--- src/rtl/apbmon_pkg.sv ---
package apbmon_pkg;

  typedef enum logic [1:0] {
    PH_IDLE    = 2'b00,
    PH_ILLEGAL = 2'b01,
    PH_SETUP   = 2'b10,
    PH_ACCESS  = 2'b11
  } phase_e;

  localparam int ERR_N        = 7;
  localparam int ERR_ENCODING = 0;
  localparam int ERR_SETUPLEN = 1;
  localparam int ERR_ENTRY    = 2;
  localparam int ERR_EARLY    = 3;
  localparam int ERR_CTRL     = 4;
  localparam int ERR_WDATA    = 5;
  localparam int ERR_POST     = 6;

  function automatic phase_e decode_phase(input logic sel, input logic en);
    phase_e ph;
    case ({sel, en})
      2'b00:   ph = PH_IDLE;
      2'b10:   ph = PH_SETUP;
      2'b11:   ph = PH_ACCESS;
      default: ph = PH_ILLEGAL;
    endcase
    return ph;
  endfunction

endpackage

--- src/rtl/apbmon_phase_track.sv ---
module apbmon_phase_track
  import apbmon_pkg::*;
(
  input  logic             clk,
  input  logic             rst,
  input  logic             sel,
  input  logic             en,
  input  logic             ready,
  output phase_e           cur_phase,
  output logic             in_xfer,
  output logic [ERR_N-1:0] seq_err
);

  phase_e prev_phase;
  logic   prev_ready;

  assign cur_phase = decode_phase(sel, en);

  always_ff @(posedge clk) begin
    if (rst) begin
      prev_phase <= PH_IDLE;
      prev_ready <= 1'b0;
    end else begin
      prev_phase <= cur_phase;
      prev_ready <= ready;
    end
  end

  logic prev_stalled;
  logic prev_done;
  assign prev_stalled = (prev_phase == PH_ACCESS) && !prev_ready;
  assign prev_done    = (prev_phase == PH_ACCESS) && prev_ready;

  assign in_xfer = (cur_phase == PH_ACCESS) &&
                   ((prev_phase == PH_SETUP) || prev_stalled);

  always_comb begin
    seq_err               = '0;
    seq_err[ERR_ENCODING] = (cur_phase == PH_ILLEGAL);
    seq_err[ERR_SETUPLEN] = (prev_phase == PH_SETUP) && (cur_phase != PH_ACCESS);
    seq_err[ERR_ENTRY]    = (cur_phase == PH_ACCESS) &&
                            ((prev_phase == PH_IDLE) || (prev_phase == PH_ILLEGAL));
    seq_err[ERR_EARLY]    = prev_stalled && (cur_phase != PH_ACCESS);
    seq_err[ERR_POST]     = prev_done && (cur_phase == PH_ACCESS);
  end

  // a continuing access cycle can only follow setup or a stalled access
  p_cont_source_r6: assert property (@(posedge clk) disable iff (rst)
    in_xfer |-> !seq_err[ERR_ENTRY] && !seq_err[ERR_POST]);

endmodule

--- src/rtl/apbmon_hold_check.sv ---
module apbmon_hold_check
  import apbmon_pkg::*;
#(
  parameter int ADDR_W = 32,
  parameter int DATA_W = 32
) (
  input  logic              clk,
  input  logic              rst,
  input  phase_e            cur_phase,
  input  logic              in_xfer,
  input  logic [ADDR_W-1:0] addr,
  input  logic              write,
  input  logic [DATA_W-1:0] wdata,
  output logic              ctrl_mis,
  output logic              wdata_mis
);

  logic [ADDR_W-1:0] cap_addr;
  logic              cap_write;
  logic [DATA_W-1:0] cap_wdata;
  logic              cap_en;

  assign cap_en = (cur_phase == PH_SETUP) ||
                  ((cur_phase == PH_ACCESS) && !in_xfer);

  always_ff @(posedge clk) begin
    if (rst) begin
      cap_addr  <= '0;
      cap_write <= 1'b0;
      cap_wdata <= '0;
    end else if (cap_en) begin
      cap_addr  <= addr;
      cap_write <= write;
      cap_wdata <= wdata;
    end
  end

  assign ctrl_mis  = in_xfer && ((addr != cap_addr) || (write != cap_write));
  assign wdata_mis = in_xfer && cap_write && (wdata != cap_wdata);

  // a data mismatch is only reported on a transfer that began as a write
  p_wdata_write_only_r7: assert property (@(posedge clk) disable iff (rst)
    (cur_phase == PH_SETUP && !write) |=> (!wdata_mis || cur_phase != PH_ACCESS));

endmodule

--- src/rtl/apbmon_xfer_counter.sv ---
module apbmon_xfer_counter #(
  parameter int CNT_W = 16
) (
  input  logic             clk,
  input  logic             rst,
  input  logic             inc,
  output logic [CNT_W-1:0] count
);

  localparam logic [CNT_W-1:0] ONE = CNT_W'(1);

  always_ff @(posedge clk) begin
    if (rst)      count <= '0;
    else if (inc) count <= count + ONE;
  end

endmodule

--- src/rtl/apb_protocol_monitor.sv ---
module apb_protocol_monitor
  import apbmon_pkg::*;
#(
  parameter int ADDR_W = 32,
  parameter int DATA_W = 32,
  parameter int CNT_W  = 16
) (
  input  logic              clk,
  input  logic              rst,
  input  logic              bus_sel,
  input  logic              bus_enable,
  input  logic              bus_ready,
  input  logic [ADDR_W-1:0] bus_addr,
  input  logic              bus_write,
  input  logic [DATA_W-1:0] bus_wdata,
  output logic [ERR_N-1:0]  err_sticky,
  output logic              err_pulse,
  output logic [CNT_W-1:0]  xfer_count
);

  phase_e           cur_phase;
  logic             in_xfer;
  logic [ERR_N-1:0] seq_err;
  logic             ctrl_mis;
  logic             wdata_mis;
  logic [ERR_N-1:0] err_now;

  apbmon_phase_track u_phase (
    .clk       (clk),
    .rst       (rst),
    .sel       (bus_sel),
    .en        (bus_enable),
    .ready     (bus_ready),
    .cur_phase (cur_phase),
    .in_xfer   (in_xfer),
    .seq_err   (seq_err)
  );

  apbmon_hold_check #(
    .ADDR_W (ADDR_W),
    .DATA_W (DATA_W)
  ) u_hold (
    .clk       (clk),
    .rst       (rst),
    .cur_phase (cur_phase),
    .in_xfer   (in_xfer),
    .addr      (bus_addr),
    .write     (bus_write),
    .wdata     (bus_wdata),
    .ctrl_mis  (ctrl_mis),
    .wdata_mis (wdata_mis)
  );

  apbmon_xfer_counter #(
    .CNT_W (CNT_W)
  ) u_count (
    .clk   (clk),
    .rst   (rst),
    .inc   ((cur_phase == PH_ACCESS) && bus_ready),
    .count (xfer_count)
  );

  always_comb begin
    err_now           = seq_err;
    err_now[ERR_CTRL]  = ctrl_mis;
    err_now[ERR_WDATA] = wdata_mis;
  end

  for (genvar i = 0; i < ERR_N; i++) begin : g_flag
    always_ff @(posedge clk) begin
      if (rst)             err_sticky[i] <= 1'b0;
      else if (err_now[i]) err_sticky[i] <= 1'b1;
    end

    // once raised, a flag stays raised until reset
    p_sticky_r10: assert property (@(posedge clk) disable iff (rst)
      err_sticky[i] |=> err_sticky[i]);
  end

  always_ff @(posedge clk) begin
    if (rst) err_pulse <= 1'b0;
    else     err_pulse <= |err_now;
  end

  // a pulse always comes with at least one raised flag
  p_pulse_flag_r11: assert property (@(posedge clk) disable iff (rst)
    err_pulse |-> (|err_sticky));

  // select low with enable high is flagged next cycle
  p_illegal_enc_r2: assert property (@(posedge clk) disable iff (rst)
    (!bus_sel && bus_enable) |=> err_sticky[ERR_ENCODING]);

  // setup not followed by access is flagged
  p_setup_len_r3: assert property (@(posedge clk) disable iff (rst)
    (!$past(rst) && $past(bus_sel && !bus_enable) && !(bus_sel && bus_enable))
    |=> err_sticky[ERR_SETUPLEN]);

  // leaving a stalled access is flagged
  p_early_exit_r5: assert property (@(posedge clk) disable iff (rst)
    (!$past(rst) && $past(bus_sel && bus_enable && !bus_ready) &&
     !(bus_sel && bus_enable)) |=> err_sticky[ERR_EARLY]);

  // access straight after a completing access is flagged
  p_post_complete_r8: assert property (@(posedge clk) disable iff (rst)
    (!$past(rst) && $past(bus_sel && bus_enable && bus_ready) &&
     bus_sel && bus_enable) |=> err_sticky[ERR_POST]);

  // a completing access bumps the count by one
  p_count_step_r9: assert property (@(posedge clk) disable iff (rst)
    (bus_sel && bus_enable && bus_ready) |=>
    (xfer_count == CNT_W'($past(xfer_count) + 1'b1)));

  // without a completing access the count holds
  p_count_hold_r9: assert property (@(posedge clk) disable iff (rst)
    !(bus_sel && bus_enable && bus_ready) |=> $stable(xfer_count));

endmodule

--- config.mk ---
export PLATFORM = sky130hd
export DESIGN_NAME = apb_protocol_monitor
export DESIGN_NICKNAME = d
export VERILOG_FILES = /design/src/rtl/apbmon_pkg.sv /design/src/rtl/apbmon_phase_track.sv /design/src/rtl/apbmon_hold_check.sv /design/src/rtl/apbmon_xfer_counter.sv /design/src/rtl/apb_protocol_monitor.sv
export SDC_FILE = /design/constraint.sdc
export NUM_CORES = 1
export LEC_CHECK = 0
export ABC_CLOCK_PERIOD_IN_PS = 2380
export BUFFER_PORTS_ARGS = -buffer_cell sky130_fd_sc_hd__buf_2
export CORE_UTILIZATION = 57
export DETAILED_ROUTE_END_ITERATION = 8
export HOLD_SLACK_MARGIN = 0.03
export PLACE_DENSITY = 0.84
export SETUP_SLACK_MARGIN = 0.2
export SLEW_MARGIN = 0
export SYNTH_ARGS = -nofsm -noshare
export SYNTH_HDL_FRONTEND = slang
export SYNTH_SLANG_ARGS = --single-unit
--- constraint.sdc ---
create_clock -name clk -period 2.38 [get_ports clk]
set_clock_uncertainty 0.1 [all_clocks]
set_input_delay 0.238 -clock clk [delete_from_list [all_inputs] [get_ports clk]]
set_output_delay 0.238 -clock clk [all_outputs]
set_load 0.02 [all_outputs]
==> results of run 1 <==
[synthesized netlist by cell type]
library cell / count / area [µm²]
a31oi_1: 2 / 12.5
xnor2_1: 26 / 228
and3_4: 1 / 11.3
xor2_1: 51 / 447
and3_1: 3 / 18.8
nand4_4: 1 / 21.3
inv_1: 5 / 18.8
nand4_2: 1 / 12.5
o21bai_1: 1 / 7.51
nand2_1: 140 / 526
nor3_4: 1 / 16.3
a21boi_0: 1 / 7.51
o211ai_1: 1 / 7.51
or3_1: 3 / 18.8
clkbuf_1: 17 / 63.8
nor3b_4: 1 / 18.8
nand4_1: 9 / 56.3
o21ai_0: 4 / 20.0
ha_1: 1 / 12.5
a21oi_1: 74 / 370
nor2b_1: 2 / 12.5
nor2_1: 24 / 90.1
nor3_1: 1 / 5.00
nand3_1: 5 / 25.0
mux2i_1: 1 / 10.0
buf_6: 1 / 11.3
buf_2: 7 / 35.0
dfxtp_1: 92 / 1840
nor4_1: 11 / 68.8
[state kept, by name (all words and copies together) (netlist names)]
| signal | flops |
|---|---|
| err_pulse | 1 |
| err_sticky | 7 |
| u_count.count | 16 |
| u_hold.cap_addr | 32 |
| u_hold.cap_wdata | 32 |
| u_hold.cap_write | 1 |
| u_phase.prev_phase | 2 |
| u_phase.prev_ready | 1 |
[power by group through the flow]
stage / clock network [mW] / registers (mW) / logic [mW]
after floorplan: 0 / 1.70 / 0.232
after global placement: 0 / 1.69 / 0.376
after detailed placement: 0 / 1.70 / 0.387
after CTS: 1.07 / 1.66 / 0.407
after global routing: 1.14 / 1.67 / 0.455
final: 1.06 / 1.66 / 0.408
[worst max path at each step]
stage                               end  slack (ns)  cells after the start
finish                u_count.count[12]        0.48                      8
detailed placement  u_hold.cap_wdata[6]        0.58                      7
global placement    u_hold.cap_wdata[3]        0.62                      7
CTS                   u_count.count[12]        0.51                      8
floorplan             u_count.count[13]        0.67                      6
global route          u_count.count[12]        0.36                      8
[repair_timing]
item,4_1_cts,5_1_grt
endpoints found under the hold margin,14,0
setup buffers,0,0
hold buffers,14,0
setup endpoints to repair,0,0
[logic make-up after synthesis]
kind of cell	count (synthesis)	synth area share (%)
compound gates	83	10.7
xor+xnor	77	16.9
fa+ha+maj	1	0.313
buf+inv	30	3.23
flops	92	46.1
mux	1	0.251
simple gates	203	22.6
[layer usage]
metal	wire, µm	share of wire, %	up-vias
li1	-	-	1790
met1	3940	45	1602
met2	4270	49	75
met3	341	3.9	11
met4	116	1.3	0
met5	0	0	-
[worst max-delay path: stages]
cell	delay (ns)
dlygate4sd3_1	0.53
buf_2	0.12
and3_1	0.32
and3_4	0.25
nor3b_4	0.23
nand3_1	0.13
xor2_1	0.17
nor2_1	0.05
[stage by stage]
| stage | instance area, µm² | hold WS, ns | utilization [%] | setup WS, ns | cells |
|---|---|---|---|---|---|
| 2_1_floorplan | 3990 | 0.266 | - | 0.668 | 487 |
| 3_3_place_gp | 4570 | 0.344 | 67.3 | 0.620 | 656 |
| 3_5_place_dp | 4570 | 0.360 | 67.3 | 0.575 | 656 |
| 4_1_cts | 4910 | 0.0304 | 72.3 | 0.510 | 686 |
| 5_1_grt | 4910 | 0.0301 | 72.3 | 0.363 | 686 |
| 6_report | 4910 | 0.0344 | 72.3 | 0.482 | 686 |
[cells in the final DEF (no fill, tap or decap), types with 3 or more instances in the layout]
cell,count
nand2_1,139
buf_2,93
dfxtp_1,92
a21oi_1,73
xor2_1,51
xnor2_1,26
nor2_1,24
dlygate4sd3_1,14
nor4_1,11
clkbuf_8,10
nand4_1,9
inv_1,5
nand3_1,5
o21ai_0,4
buf_12,4
and3_1,3
or3_1,3
[cell type report]
type	count	area (µm²)	share of cell area, %
clock inverter	6	63.8	1.30
clock buffer	10	138	2.80
multi-input combinational	365	2040	41.5
timing repair buffer	112	693	14.1
tap	96	120	2.45
sequential	92	1840	37.5
inverter	5	18.8	0.382
==> parameters.txt, run 1 <==
Parameter                              Value

Global route
  Wire length of the first global-routing pass ... between 10 and 15 mm
  Antenna violations before repair ... 0
  Overflow left after global routing ... 0
  Busiest grt layer ... met2
  Met1 usage ... roughly 31%
  Global-route met3 utilization ... 5.20%
  GRT met2 Usage ... 40.8%
  Vias in the first global route ... roughly 3.3k
  All-layer global routing usage ... 24.4%
  Maximum number of pins on one net before global-route repair ... 93

Clocking
  Root Buffer Master ... clkbuf_8
  Worst-Skew Late Latency ... 0.35 ns
  Clock tree from TritonCTS ... yes
  Clock edge transition at the registers on the reported setup and hold paths ... approximately 0.1 ns
  Maximum clock path buffer count ... 2
  Clock sink count ... between 90 and 100
  TritonCTS buffer count ... 9
  Quantity of gates resized following cts ... 0
  H-tree levels ... 3

Power and ir drop
  Reported leakage power ... about 2.2 nW
  Worst IR drop on VDD ... 351 µV
  Switching component of the power ... slightly above 0.8 mW
  Post-route total power ... roughly 3.1 mW
  Clock power frac ... about a third
  Internal power ... 2.31 mW
  Part of the power in combinational logic ... 13.0%
  Power Dens Cells ... 638 nW/µm²
  Switching Share ... 26.2%
  Relative contribution of sequential cells to total power ... approximately 53%

Job
  Max Cap Viol ... 0

Layout
  Ant diodes ... 0
  Synthesis-to-finish area growth ... 23.0%
  FILL cells ... 518
  Share of cells above drive strength 1 ... between 20% and 30%
  Final net count ... about 660

Critical path
  Reg2reg start ... u_phase.prev_phase[1]
  End of the worst register-to-register path ... u_hold.cap_wdata[7]
  Worst path required time ... roughly 2.5 ns
  Setup crit start ... bus_ready
  Worst EP arrival ... around 2.0 ns
  Reg2reg setup slack ... 0.56 ns
  Critical Setup Path Class ... input pin to flip-flop
  R2R cell count ... 7
  Type of element capturing the critical path ... flip-flop
  Startpoint type of the worst setup path ... input pin
  Critical Path Fanout Max ... 5

Synth
  Unique masters post-synth ... 29
  Post-synthesis instance area ... ~4000 µm²
  #FFs+latches synth ... between 90 and 100
  Average cell area after synthesis ... 8.20 µm²
  Syn_nets ... roughly 560
  Portion of the post-synthesis area used by sequential elements ... 46.1%
  Gate Count Post-Synth ... approximately 500
  Synth warnings ... 0

Timing
  Slew @ Worst Pin ... roughly 0.43 ns
  Headroom to the max-slew limit ... 70.7%
  Tcrit/Tclk final ... roughly four fifths
  Final hold violations ... 0
  Final count of pins violating max slew ... 0
  Unrepaired setup endpoints after global routing ... false
  Final TNS setup ... 0 ns
  Min Clock Period, post-route ... approximately 1.9 ns
  Maximum clock frequency ... between 500 and 600 MHz
  Total of endpoints with negative setup slack in the final report ... 0

Routing
  DRC violation total after the first TritonRoute iteration ... around 180
  Total DRC errors in the routed layout ... 0
  Sum of routed wire length over all layers ... 8.66 mm
  Post-DR wirelength/cell ... roughly 13 µm
  Router iterations before antenna repair ... 4
  DR vias ... approximately 3.5k
  Via/cell ratio ... between 5 and 6
  Remaining number of nets flagged by the antenna check after routing ... 0

Floorplan
  Area inside the core boundary ... roughly 6800 µm²
  Placement row count ... 30
  Boundary pin count ... 94
  Total Die Area ... around 7300 µm²
  Starting density of the core ... about three fifths
  Die X-Extent ... between 80 and 90 µm
  Die Ht ... roughly 86 µm

Placed design
  Post-detail-place hpwl ... 5.78 mm
  IO buf count ... a little over 90
  Global placer's final weighted congestion ... 0.802

Min path
  Hold Path End ... u_hold.cap_wdata[0]
  Number of cells on the worst hold path ... 3
  Start point of the worst hold path ... bus_wdata[0]
  Kind of path behind the tightest hold check ... input pin to flip-flop

Outcome
  Run status ... finished, final reports clean
Note: power is estimated with default switching activity, not from simulation.
==> run 2, diff against run 1 <==
--- a/config.mk
+++ b/config.mk
@@ -5,12 +5,12 @@
 export SDC_FILE = /design/constraint.sdc
 export NUM_CORES = 1
 export LEC_CHECK = 0
-export ABC_CLOCK_PERIOD_IN_PS = 2380
+export ABC_CLOCK_PERIOD_IN_PS = 1800
 export BUFFER_PORTS_ARGS = -buffer_cell sky130_fd_sc_hd__buf_2
-export CORE_UTILIZATION = 57
+export CORE_UTILIZATION = 53
 export DETAILED_ROUTE_END_ITERATION = 8
 export HOLD_SLACK_MARGIN = 0.03
-export PLACE_DENSITY = 0.84
+export PLACE_DENSITY = 0.79
 export SETUP_SLACK_MARGIN = 0.2
 export SLEW_MARGIN = 0
 export SYNTH_ARGS = -nofsm -noshare
==> constraint.sdc (replaced) <==
create_clock -name clk -period 1.8 [get_ports clk]
set_clock_uncertainty 0.1 [all_clocks]
set_input_delay 0.18 -clock clk [delete_from_list [all_inputs] [get_ports clk]]
set_output_delay 0.18 -clock clk [all_outputs]
set_load 0.02 [all_outputs]
==> run 2 against run 1 <==
Effect of this change:
- final area grew 17%
- final cell count grew 10%
- combinational power grew 76%
- setup slack lost 0.31 ns
- die area grew 7.4%
- flip-flop and latch count is the same
- sequential power grew 33%
- register-to-register slack lost 0.38 ns
- critical path type unchanged
- critical endpoint is now err_pulse
- largest cell class unchanged
- highest routed layer unchanged
==> parameters.txt, run 2 (synthesized netlist as in run 1, its figures left out) <==
Parameter                              Value

Critical path
  Critical Path Fanout Max ... 2 (-3)
  Worst EP arrival ... 1.74 ns (-0.29 ns)
  Critical Setup Path Class ... input pin to flip-flop
  R2R cell count ... 5 (-2)
  Reg2reg setup slack ... 0.18 ns (-0.38 ns)
  Reg2reg start ... u_hold.cap_addr[15]
  Startpoint type of the worst setup path ... input pin
  End of the worst register-to-register path ... err_pulse
  Type of element capturing the critical path ... flip-flop
  Worst path required time ... 1.92 ns (-0.59 ns)

Global route
  All-layer global routing usage ... 26.1% (+1.7 points)
  Vias in the first global route ... 3698 (+11%)
  Overflow left after global routing ... 0 (unchanged)
  Antenna violations before repair ... 0 (unchanged)
  Wire length of the first global-routing pass ... 15.9 mm (+11%)
  Maximum number of pins on one net before global-route repair ... 93 (unchanged)

Layout
  Synthesis-to-finish area growth ... 43.6%
  Post-layout instance area ... 5740 µm² (+17%)
  Fin cells ... 755 (+10%)
  Final net count ... 722 (+10%)
  Ant diodes ... 0 (unchanged)
  Commonest cells after routing, fill and taps aside ... 139 x nand2_1, 93 x buf_2, 74 x dfxtp_1
  Share of cells above drive strength 1 ... 25.9% (+5.4 points)
  Largest registers ... u_hold.cap_addr: 32 flops, u_hold.cap_wdata: 32 flops, u_count.count: 16 flops
  Leading cell type in the layout, fill and taps excluded ... nand2_1
  FILL cells ... 458 (-12%)

Floorplan
  Area inside the core boundary ... 7250 µm² (+6.8%)
  Starting density of the core ... 55.1% (-3.7 points)
  Die X-Extent ... 88.8 µm (+3.6%)
  Boundary pin count ... 94 (unchanged)
  Placement row count ... 31 (+3.3%)
  Total Die Area ... 7890 µm² (+7.4%)
  Die Ht ... 88.8 µm (+3.6%)

Timing
  Maximum clock frequency ... between 600 and 700 MHz
  Total of endpoints with negative setup slack in the final report ... 0 (unchanged)
  Final hold violations ... 0 (unchanged)
  Final count of pins violating max slew ... 0 (unchanged)
  Headroom to the max-slew limit ... 71.3% (+0.58 points)
  Slew @ Worst Pin ... 0.426 ns (-0.00857 ns)
  Final TNS setup ... 0 ns (unchanged)
  Min Hold Slack ... 0.0990 ns (+0.0646 ns)
  Tcrit/Tclk final ... about nine tenths
  Unrepaired setup endpoints after global routing ... true
  Min Clock Period, post-route ... around 1.6 ns

Outcome
  Run status ... finished, final reports clean

Min path
  Kind of path behind the tightest hold check ... input pin to flip-flop
  Hold Path End ... u_phase.prev_phase[0]
  Start point of the worst hold path ... bus_enable
  Number of cells on the worst hold path ... 2 (-1)

Clocking
  Clock sink count ... 92 (unchanged)
  Worst-Skew Late Latency ... 0.35 ns (about the same)
  Maximum clock path buffer count ... 2 (unchanged)
  Clock tree from TritonCTS ... yes
  H-tree levels ... 3 (unchanged)
  TritonCTS buffer count ... 9 (unchanged)
  Root Buffer Master ... clkbuf_8
  Clock edge transition at the registers on the reported setup and hold paths ... 0.08 ns (-0.02 ns)

Routing
  Sum of routed wire length over all layers ... 11.1 mm (+28%)
  Total DRC errors in the routed layout ... 0 (unchanged)
  DR vias ... 3996 (+15%)
  Remaining number of nets flagged by the antenna check after routing ... 0 (unchanged)
  Via/cell ratio ... 5.29 (+4.4%)
  DRC violation total after the first TritonRoute iteration ... 189 (+2.7%)
  Post-DR wirelength/cell ... 14.7 µm (+17%)
  Router iterations before antenna repair ... 5 (+1)

Placed design
  IO buf count ... 93 (unchanged)
  DP Area ... 4570 µm² (unchanged)
  Global placer's final weighted congestion ... 0.775 (-3.3%)
  Post-detail-place hpwl ... 5.97 mm (+3.4%)
  Total placed cells including tap cells ... 661 (+0.76%)

Power and ir drop
  Post-route total power ... 4.16 mW (+33%)
  Worst IR drop on VDD ... 677 µV (+93%)
  Reported leakage power ... 2.60 nW (+21%)
  Power Dens Cells ... 725 nW/µm² (+14%)

Job
  Max Cap Viol ... 0 (unchanged)
## run 2: layout make-up
class                      count  area (µm²)  area share [%]
clock inverter                 4        25.0           0.436
timing repair buffer         178        1380            24.0
inverter                       5        18.8           0.327
clock buffer                  12         145            2.53
sequential                    92        1870            32.7
tap                           99         124            2.16
multi-input combinational    365        2170            37.9
## run 2: worst max-delay path by stage
| stage | start | endpoint | cells past startpoint |
|---|---|---|---|
| finish | bus_wdata[23] | err_pulse | 7 |
| global route | u_hold.cap_addr[11] | err_pulse | 6 |
| CTS | u_hold.cap_addr[1] | err_pulse | 6 |
| detailed placement | u_hold.cap_addr[31] | err_pulse | 6 |
| global placement | u_hold.cap_addr[31] | err_pulse | 6 |
| floorplan | u_count.count[3] | u_count.count[13] | 6 |
## run 2: timing repair
item / in CTS / in global routing
hold endpoints to repair: 66 / 1
cloned: 0 / 2
pin swaps: 9 / 34
hold buffers: 65 / 1
resized for setup: 11 / 46
setup endpoints to repair: 10 / 69
buffers inserted: 0 / 10
## run 2: per-stage QoR
| stage | util (%) | setup slack (ns) |
|---|---|---|
| global placement | 63.0 | 0.0949 |
| finish | 79.1 | 0.175 |
| detailed placement | 63.0 | 0.108 |
| floorplan | - | 0.198 |
| global route | 79.1 | 0.0597 |
| CTS | 74.8 | 0.183 |
## run 2: worst max-delay path: stages
cell	delay, ns
dlygate4sd3_1	0.54
buf_2	0.14
xor2_1	0.15
nor4_1	0.23
nand4_1	0.17
o211ai_1	0.24
a31oi_1	0.10
## run 2: power breakdown
part	switching [mW]	internal (mW)
sequential	0.0727	2.13
combinational	0.351	0.366
clock	0.702	0.537
## run 2: metal layers
metal	wire length, µm	global-route usage [%]	vias to the layer above	part of all wire (%)
met1	4430	29.8	1879	40
met3	656	5.50	45	5.9
met2	5600	44.9	151	50
met4	427	15.5	0	3.8
li1	-	-	1921	-
met5	0	0	-	0
